--- src/rtl/keyret_pkg.sv ---
package keyret_pkg;
    typedef enum logic [1:0] {
        KS_OFF  = 2'd0,
        KS_HIGH = 2'd1,
        KS_LOW  = 2'd2
    } key_state_t;
endpackage

--- src/rtl/keyret_sync.sv ---
module keyret_sync #(
    parameter int STAGES = 2,
    parameter bit RST_VAL = 1'b1
) (
    input  logic clk,
    input  logic rst_n,
    input  logic d_async,
    output logic q_sync
);
    logic [STAGES-1:0] chain;

    always_ff @(posedge clk or negedge rst_n) begin
        if (!rst_n) chain <= {STAGES{RST_VAL}};
        else        chain <= {chain[STAGES-2:0], d_async};
    end

    assign q_sync = chain[STAGES-1];
endmodule

--- src/rtl/keyret_line_fsm.sv ---
module keyret_line_fsm
    import keyret_pkg::*;
(
    input  logic clk,
    input  logic rst_n,
    input  logic line_en,
    input  logic level,
    output logic fall_evt
);
    key_state_t state, nxt;

    // state register
    always_ff @(posedge clk or negedge rst_n) begin
        if (!rst_n) state <= KS_OFF;
        else        state <= nxt;
    end

    // transitions
    always_comb begin
        nxt = state;
        unique case (state)
            KS_OFF: begin
                if (line_en) nxt = level ? KS_HIGH : KS_LOW;
            end
            KS_HIGH: begin
                if (!line_en)   nxt = KS_OFF;
                else if (!level) nxt = KS_LOW;
            end
            KS_LOW: begin
                if (!line_en)   nxt = KS_OFF;
                else if (level) nxt = KS_HIGH;
            end
            default: nxt = KS_OFF;
        endcase
    end

    // outputs
    always_comb begin
        fall_evt = 1'b0;
        unique case (state)
            KS_HIGH: fall_evt = line_en && !level;
            KS_OFF, KS_LOW: fall_evt = 1'b0;
            default: fall_evt = 1'b0;
        endcase
    end
endmodule

--- src/rtl/keyret_flags.sv ---
module keyret_flags #(
    parameter int NUM_KEYS = 6,
    parameter int REG_W    = 8
) (
    input  logic                clk,
    input  logic                rst_n,
    input  logic [NUM_KEYS-1:0] evt,
    input  logic                flag_mode,
    input  logic                wr_en,
    input  logic [REG_W-1:0]    wr_data,
    output logic [REG_W-1:0]    rd_data,
    output logic                irq
);
    logic [NUM_KEYS-1:0] flags, flags_nxt, keep_mask;

    always_comb begin
        keep_mask = wr_en ? wr_data[NUM_KEYS-1:0] : {NUM_KEYS{1'b1}};
        // a new event overrides a clear in the same cycle
        flags_nxt = flag_mode ? ((flags & keep_mask) | evt) : '0;
    end

    always_ff @(posedge clk or negedge rst_n) begin
        if (!rst_n) begin
            flags <= '0;
            irq   <= 1'b0;
        end else begin
            flags <= flags_nxt;
            irq   <= |evt;
        end
    end

    assign rd_data[NUM_KEYS-1:0] = flag_mode ? flags : '0;

    generate
        if (REG_W > NUM_KEYS) begin : g_pad
            assign rd_data[REG_W-1:NUM_KEYS] = '0;
        end
    endgenerate
endmodule

--- src/rtl/keyret_capture.sv ---
module keyret_capture #(
    parameter int NUM_KEYS    = 6,
    parameter int REG_W       = 8,
    parameter int SYNC_STAGES = 2
) (
    input  logic                clk,
    input  logic                rst_n,
    input  logic [NUM_KEYS-1:0] key_in,
    input  logic [NUM_KEYS-1:0] pin_dir,
    input  logic [NUM_KEYS-1:0] pin_analog,
    input  logic                flag_mode,
    input  logic                wr_en,
    input  logic [REG_W-1:0]    wr_data,
    output logic [REG_W-1:0]    rd_data,
    output logic                irq
);
    logic [NUM_KEYS-1:0] line_en;
    logic [NUM_KEYS-1:0] level;
    logic [NUM_KEYS-1:0] evt;

    assign line_en = pin_dir & ~pin_analog;

    generate
        for (genvar i = 0; i < NUM_KEYS; i++) begin : g_line
            keyret_sync #(.STAGES(SYNC_STAGES), .RST_VAL(1'b1)) u_sync (
                .clk     (clk),
                .rst_n   (rst_n),
                .d_async (key_in[i]),
                .q_sync  (level[i])
            );
            keyret_line_fsm u_fsm (
                .clk      (clk),
                .rst_n    (rst_n),
                .line_en  (line_en[i]),
                .level    (level[i]),
                .fall_evt (evt[i])
            );
        end
    endgenerate

    keyret_flags #(.NUM_KEYS(NUM_KEYS), .REG_W(REG_W)) u_flags (
        .clk       (clk),
        .rst_n     (rst_n),
        .evt       (evt),
        .flag_mode (flag_mode),
        .wr_en     (wr_en),
        .wr_data   (wr_data),
        .rd_data   (rd_data),
        .irq       (irq)
    );
endmodule

--- config.mk ---
export PLATFORM = sky130hd
export DESIGN_NAME = keyret_capture
export DESIGN_NICKNAME = d
export VERILOG_FILES = /design/src/rtl/keyret_pkg.sv /design/src/rtl/keyret_sync.sv /design/src/rtl/keyret_line_fsm.sv /design/src/rtl/keyret_flags.sv /design/src/rtl/keyret_capture.sv
export SDC_FILE = /design/constraint.sdc
export NUM_CORES = 1
export LEC_CHECK = 0
export CORE_ASPECT_RATIO = 1.2
export CORE_MARGIN = 2
export CORE_UTILIZATION = 35
export CTS_CLUSTER_SIZE = 14
export DETAILED_ROUTE_END_ITERATION = 16
export SYNTH_ARGS = -nofsm -noshare
export SYNTH_HDL_FRONTEND = slang
export SYNTH_SLANG_ARGS = --single-unit
export TNS_END_PERCENT = 30
--- constraint.sdc ---
create_clock -name clk -period 1.33 [get_ports clk]
set_input_delay 0.3325 -clock clk [delete_from_list [all_inputs] [get_ports clk]]
set_output_delay 0.3325 -clock clk [all_outputs]
set_load 0.03 [all_outputs]
# ---- Yosys cells after proc, flatten, opt, wreduce, memory -nomap -nowiden
# Index checks and enable logic that the tools add are counted.
dict set report word_totals {
  ff_bits 31
  in_bits 30
  out_inout_bits 9
  wordCells 124
}
dict set report classes {
  eq_ne 30
  muxes 51
  bitwise 4
  reduce_logical 25
}
# operator n
set op_table {}
lappend op_table {{$mux 2} 36}
lappend op_table {{$ne 3x3->1 const B} 12}
lappend op_table {{$pmux 2 s3} 6}
lappend op_table {{$mux 6} 3}
lappend op_table {{$reduce_and 3->1} 6}
lappend op_table {{$and 6x6->6} 2}
lappend op_table {{$eq 2x1->1 const B} 6}
lappend op_table {{$eq 2x2->1 const B} 6}
lappend op_table {{$logic_not 2->1} 6}
lappend op_table {{$ne 2x2->1 const B} 6}
lappend op_table {{$logic_and 1x1->1} 6}
lappend op_table {{$logic_not 1->1} 6}
lappend op_table {{$mux 1} 6}
lappend op_table {{$not 6->6} 1}
lappend op_table {{$or 6x6->6} 1}
lappend op_table {{$reduce_or 6->1} 1}

# ---- Depth between registers and ports, before layout
# Gate-level depths: netlist of run 1.
dict set report logic_depth {
  ltp_word 6
  ltp_mapped 4
  mapped_depth_nobuf 4
}

# ---- Cells and area by module
# A second synthesis of run 1 with hierarchy kept.
dict set report hier_totals {
  hier_cells 98
  area_unflattened_um2 1288.7
}
# mod n_inst cells_per_inst area_per_inst_um2 seq_area_each_um2
set modules_own_cells {}
lappend modules_own_cells {keyret_line_fsm 6 7 90.1 50.0}
lappend modules_own_cells {keyret_flags 1 38 350.3 175.2}
lappend modules_own_cells {keyret_sync 6 2 52.6 52.6}
lappend modules_own_cells {keyret_capture 1 6 82.6 0.0}

# ---- Worst setup path before layout of run 1
# OpenSTA, ideal clock, no wires.
dict set report synth_path {
  kind {in2out}
  from {in flag_mode}
  to {out rd_data[0]}
  arrival_ns 0.835
  required_time_ns 0.998
  setup_slack_ns 0.163
  path_stages 2
  path_buffers 1
  cell_sequence {clkbuf_1 > and2_1}
}
dict set report synth_via {
  elab_chain_cells 1
}
# item line_no
set synth_rtl {}
lappend synth_rtl {{start, declared} keyret_capture.sv:11} ;# input logic flag_mode,
lappend synth_rtl {{$mux 6} keyret_flags.sv:32} ;# assign rd_data[NUM_KEYS-1:0] = flag_mode ? flags : '0;
lappend synth_rtl {{end, declared} keyret_capture.sv:14} ;# output logic [REG_W-1:0] rd_data,
# Every way passes these cells.

# ---- Worst setup path after layout of run 1
dict set report layout_path {
  from {in flag_mode}
  to {out rd_data[3]}
}
# Same word-level chain as after synthesis.

==> summary.md, run 1 <==
| Metric | Value |
|---|---|
| Status | completed |
| Register Area | 791 µm² |
| Hold_buf cts | 0 |
| R2r startpoint | g_line[5].u_sync.chain[1] |
| # diodes | 0 |
| LEAKAGE | 0.000794 µW |
| Die area | 3860 µm² |
| Seq cells post-synth | 31 |
| CTS Buffer Depth | 2 |
| Clk slew on worst S/H paths | 0.06 ns |
| Final setup violating endpoints | 0 |
| Worst path slowest cell | dlygate4sd2_1 |
| Critical Path AT | 0.98 ns |
| Worst-Skew Late Latency | 0.28 ns |
| GRT Total Usage | 12.4% |
| Number of routed nets with antenna violations | 0 |
| R2R cell count | 4 |
| Clock sinks | 31 |
| Total CTS buffers | 5 |
| Fillers | 314 |
| CP startpoint | flag_mode |
| Startpoint types | primary input |
| RSZ-0062 raised after global routing | yes |
| Initial DRT Pass Iterations | 2 |
| Setup TNS Final | 0 ns |
| CP endpoint | rd_data[3] |
| Final hold vios | 0 |
| Slack of the worst reg-to-reg path | 0.15 ns |
| Vias per cell | 4.57 |
| Core box area | 3280 µm² |
| Post-Syn Area | 1180 µm² |
| Setup CP Type | in -> out |
| Crit path largest cell delay | 0.24 ns |
| Fin. max-slew vios | 0 |
| Initial drt markers | 17 |
| Gpl congestion | 0.658 |
| Vias in the first global route | 865 |
| Post-synth top area cell | dfrtp_1 |
| Worst-path maximum fanout | 8 |
| Cell variety after synth | 18 |
| Synth top area cells | dfrtp_1, dfstp_2, nand2_1 |
| Multi-input gate area | 384 µm² |
| Final instance area | 1700 µm² |
| Post-synthesis sequential area ratio | 66.8% |
| Routed WL | 2050 µm |
| Pwr Total | 1880 µW |
| Synthesized instance count | 100 |
| Required @ worst endpoint | 1.00 ns |
| Worst setup EP type | primary output |
| Rows | 23 |
| RR Endpoint | u_flags.irq |
| Initial Util | 36.1% |
| Area Growth Syn to Fin | 43.3% |
| Nets | 173 |
| Global-route wire length before repair | 3420 µm |
| Post-layout minimum cycle time | 1.31 ns |
| # IOs | 39 |
| Routed len/inst | 11.3 µm |
| Final core utilization | 51.7% |
| TritonCTS clock tree | built |
| Final Skew | 0.00435 ns |
| Worst VDD drop | 0.762 mV |
| Via Count | 827 |
| Worst path most repeated cell | buf_6 |
| CTS Root Cell | clkbuf_8 |
| Crit path cell chain | dlygate4sd2_1, buf_6, and2_1, buf_6 |
| Port-buffer cells | 34 |
| Residual DRC | 0 |
| Chip Width | 57.1 µm |
| Initial antenna violation count | 0 |
| Warnings, synthesis | 0 |
| Yosys top cell area share | 40.2% |
| Syn_area_per_cell | 11.8 µm² |
| Worst Hold Class | reg -> reg |
| Grt ovf | 0 |
| Die boundary height | 67.7 µm |
| # Max-Cap Violations | 0 |
| Post-DP HPWL | 1510 µm |
| Fmax | 764 MHz |
| Cell area after placement | 1570 µm² |
| H-tree depth | 2 |
| PwrDens | 1110 nW/µm² |
| Largest net degree at the start of global routing | 32 |
| Ratio of cells with drive above 1 in the final layout | 29.2% |
| Period utilization | 98.4% |
## Yosys cell counts
cell type / count
and3_1: 5
and2_1: 6
conb_1: 1
dfrtp_1: 19
and3_2: 1
o21ai_0: 6
nand2_1: 15
nor2b_1: 2
inv_1: 1
a21boi_0: 6
dfstp_2: 12
or3_1: 1
nor2b_4: 4
nand3_2: 2
buf_4: 2
nor2_1: 12
clkbuf_1: 1
nand3_1: 4
## what timing repair did
item / 4_1_cts / 5_1_grt
endpoints found under the setup margin: 7 / 6
hold endpoints to repair: 0 / 0
cloned: 0 / 0
setup buffers: 2 / 0
gates resized for setup: 7 / 8
## final cells by class
type / instances / share of cell area, %
well taps: 37 / 2.73
flip-flops and latches: 31 / 46.6
inverters: 1 / 0.221
multi-input cells: 66 / 22.6
clock inverters: 3 / 0.885
clock buffers: 5 / 4.06
repair buffers: 38 / 22.9
## registers in the layout (all words and copies together) (netlist names)
signal,flops
g_line.u_fsm.state,12
g_line.u_sync.chain,12
u_flags.irq,1
u_flags.flags,6
## where the power goes
group	total [µW]	internal [µW]	switching (µW)
Sequential	1010	994	17.2
Combinational	182	110	72.5
Clock	684	357	328
## metal layers
metal / vias up / share of wire [%] / track usage, %
met3: 6 / 6.9 / 6.51
met4: 0 / 2.8 / 7.85
met5: - / 0 / 0
met1: 389 / 37 / 11.6
met2: 26 / 54 / 21.4
li1: 406 / - / -
## worst max-delay path: cells and delay by family
kind | cells | cell delay, ns
buffers and inverters | 3 | 0.50
and+or+nand+nor | 1 | 0.14
## logic make-up after synthesis
family | Yosys count | share of synthesized area (%)
other cells | 1 | 0.317
compound gates | 12 | 6.34
simple gates | 52 | 24.6
buf+inv | 4 | 1.90
flops | 31 | 66.8
## worst min path at each step
stage / end / cells after the start / slack (ns) / startpoint
5_1_grt: g_line[0].u_sync.chain[1] / 0 / 0.37 / g_line[0].u_sync.chain[0]
6_report: g_line[1].u_sync.chain[1] / 0 / 0.36 / g_line[1].u_sync.chain[0]
3_5_place_dp: g_line[1].u_sync.chain[1] / 0 / 0.35 / g_line[1].u_sync.chain[0]
2_1_floorplan: g_line[0].u_fsm.state[0] / 0 / 0.04 / rst_n
3_3_place_gp: g_line[5].u_sync.chain[1] / 0 / 0.35 / g_line[5].u_sync.chain[0]
4_1_cts: g_line[1].u_sync.chain[1] / 0 / 0.36 / g_line[1].u_sync.chain[0]
## through the flow
step | hold WS, ns | instances | setup WS, ns
floorplan | 0.0369 | 101 | 0.163
CTS | 0.356 | 181 | 0.000832
global placement | 0.346 | 171 | -0.235
global route | 0.365 | 181 | -0.00505
finish | 0.356 | 181 | 0.0218
detailed placement | 0.347 | 171 | -0.249
## cells in the final DEF (no fill, tap or decap), types with 2 or more instances in the layout
cell / synthesis / layout
nor2b_4: 4 / 4
clkdlybuf4s50_1: 0 / 26
dfrtp_1: 19 / 19
clkinv_2: 0 / 3
nand3_1: 4 / 4
and3_1: 5 / 5
nand3_2: 2 / 2
a21boi_0: 6 / 6
and2_1: 6 / 2
and2_4: 0 / 4
nor2b_1: 2 / 2
buf_4: 2 / 2
dfstp_2: 12 / 12
nor2_1: 12 / 12
buf_6: 0 / 7
o21ai_0: 6 / 6
conb_1: 1 / 2
nand2_1: 15 / 15
clkbuf_8: 0 / 5
Note: power is estimated with default switching activity, not from simulation.
==> run 2, diff against run 1 <==
--- a/config.mk
+++ b/config.mk
@@ -13,4 +13,4 @@
 export SYNTH_ARGS = -nofsm -noshare
 export SYNTH_HDL_FRONTEND = slang
 export SYNTH_SLANG_ARGS = --single-unit
-export TNS_END_PERCENT = 30
+export TNS_END_PERCENT = 50
==> results of run 2 <==
No change in the layout: final DEF, timing and power equal those of run 1.
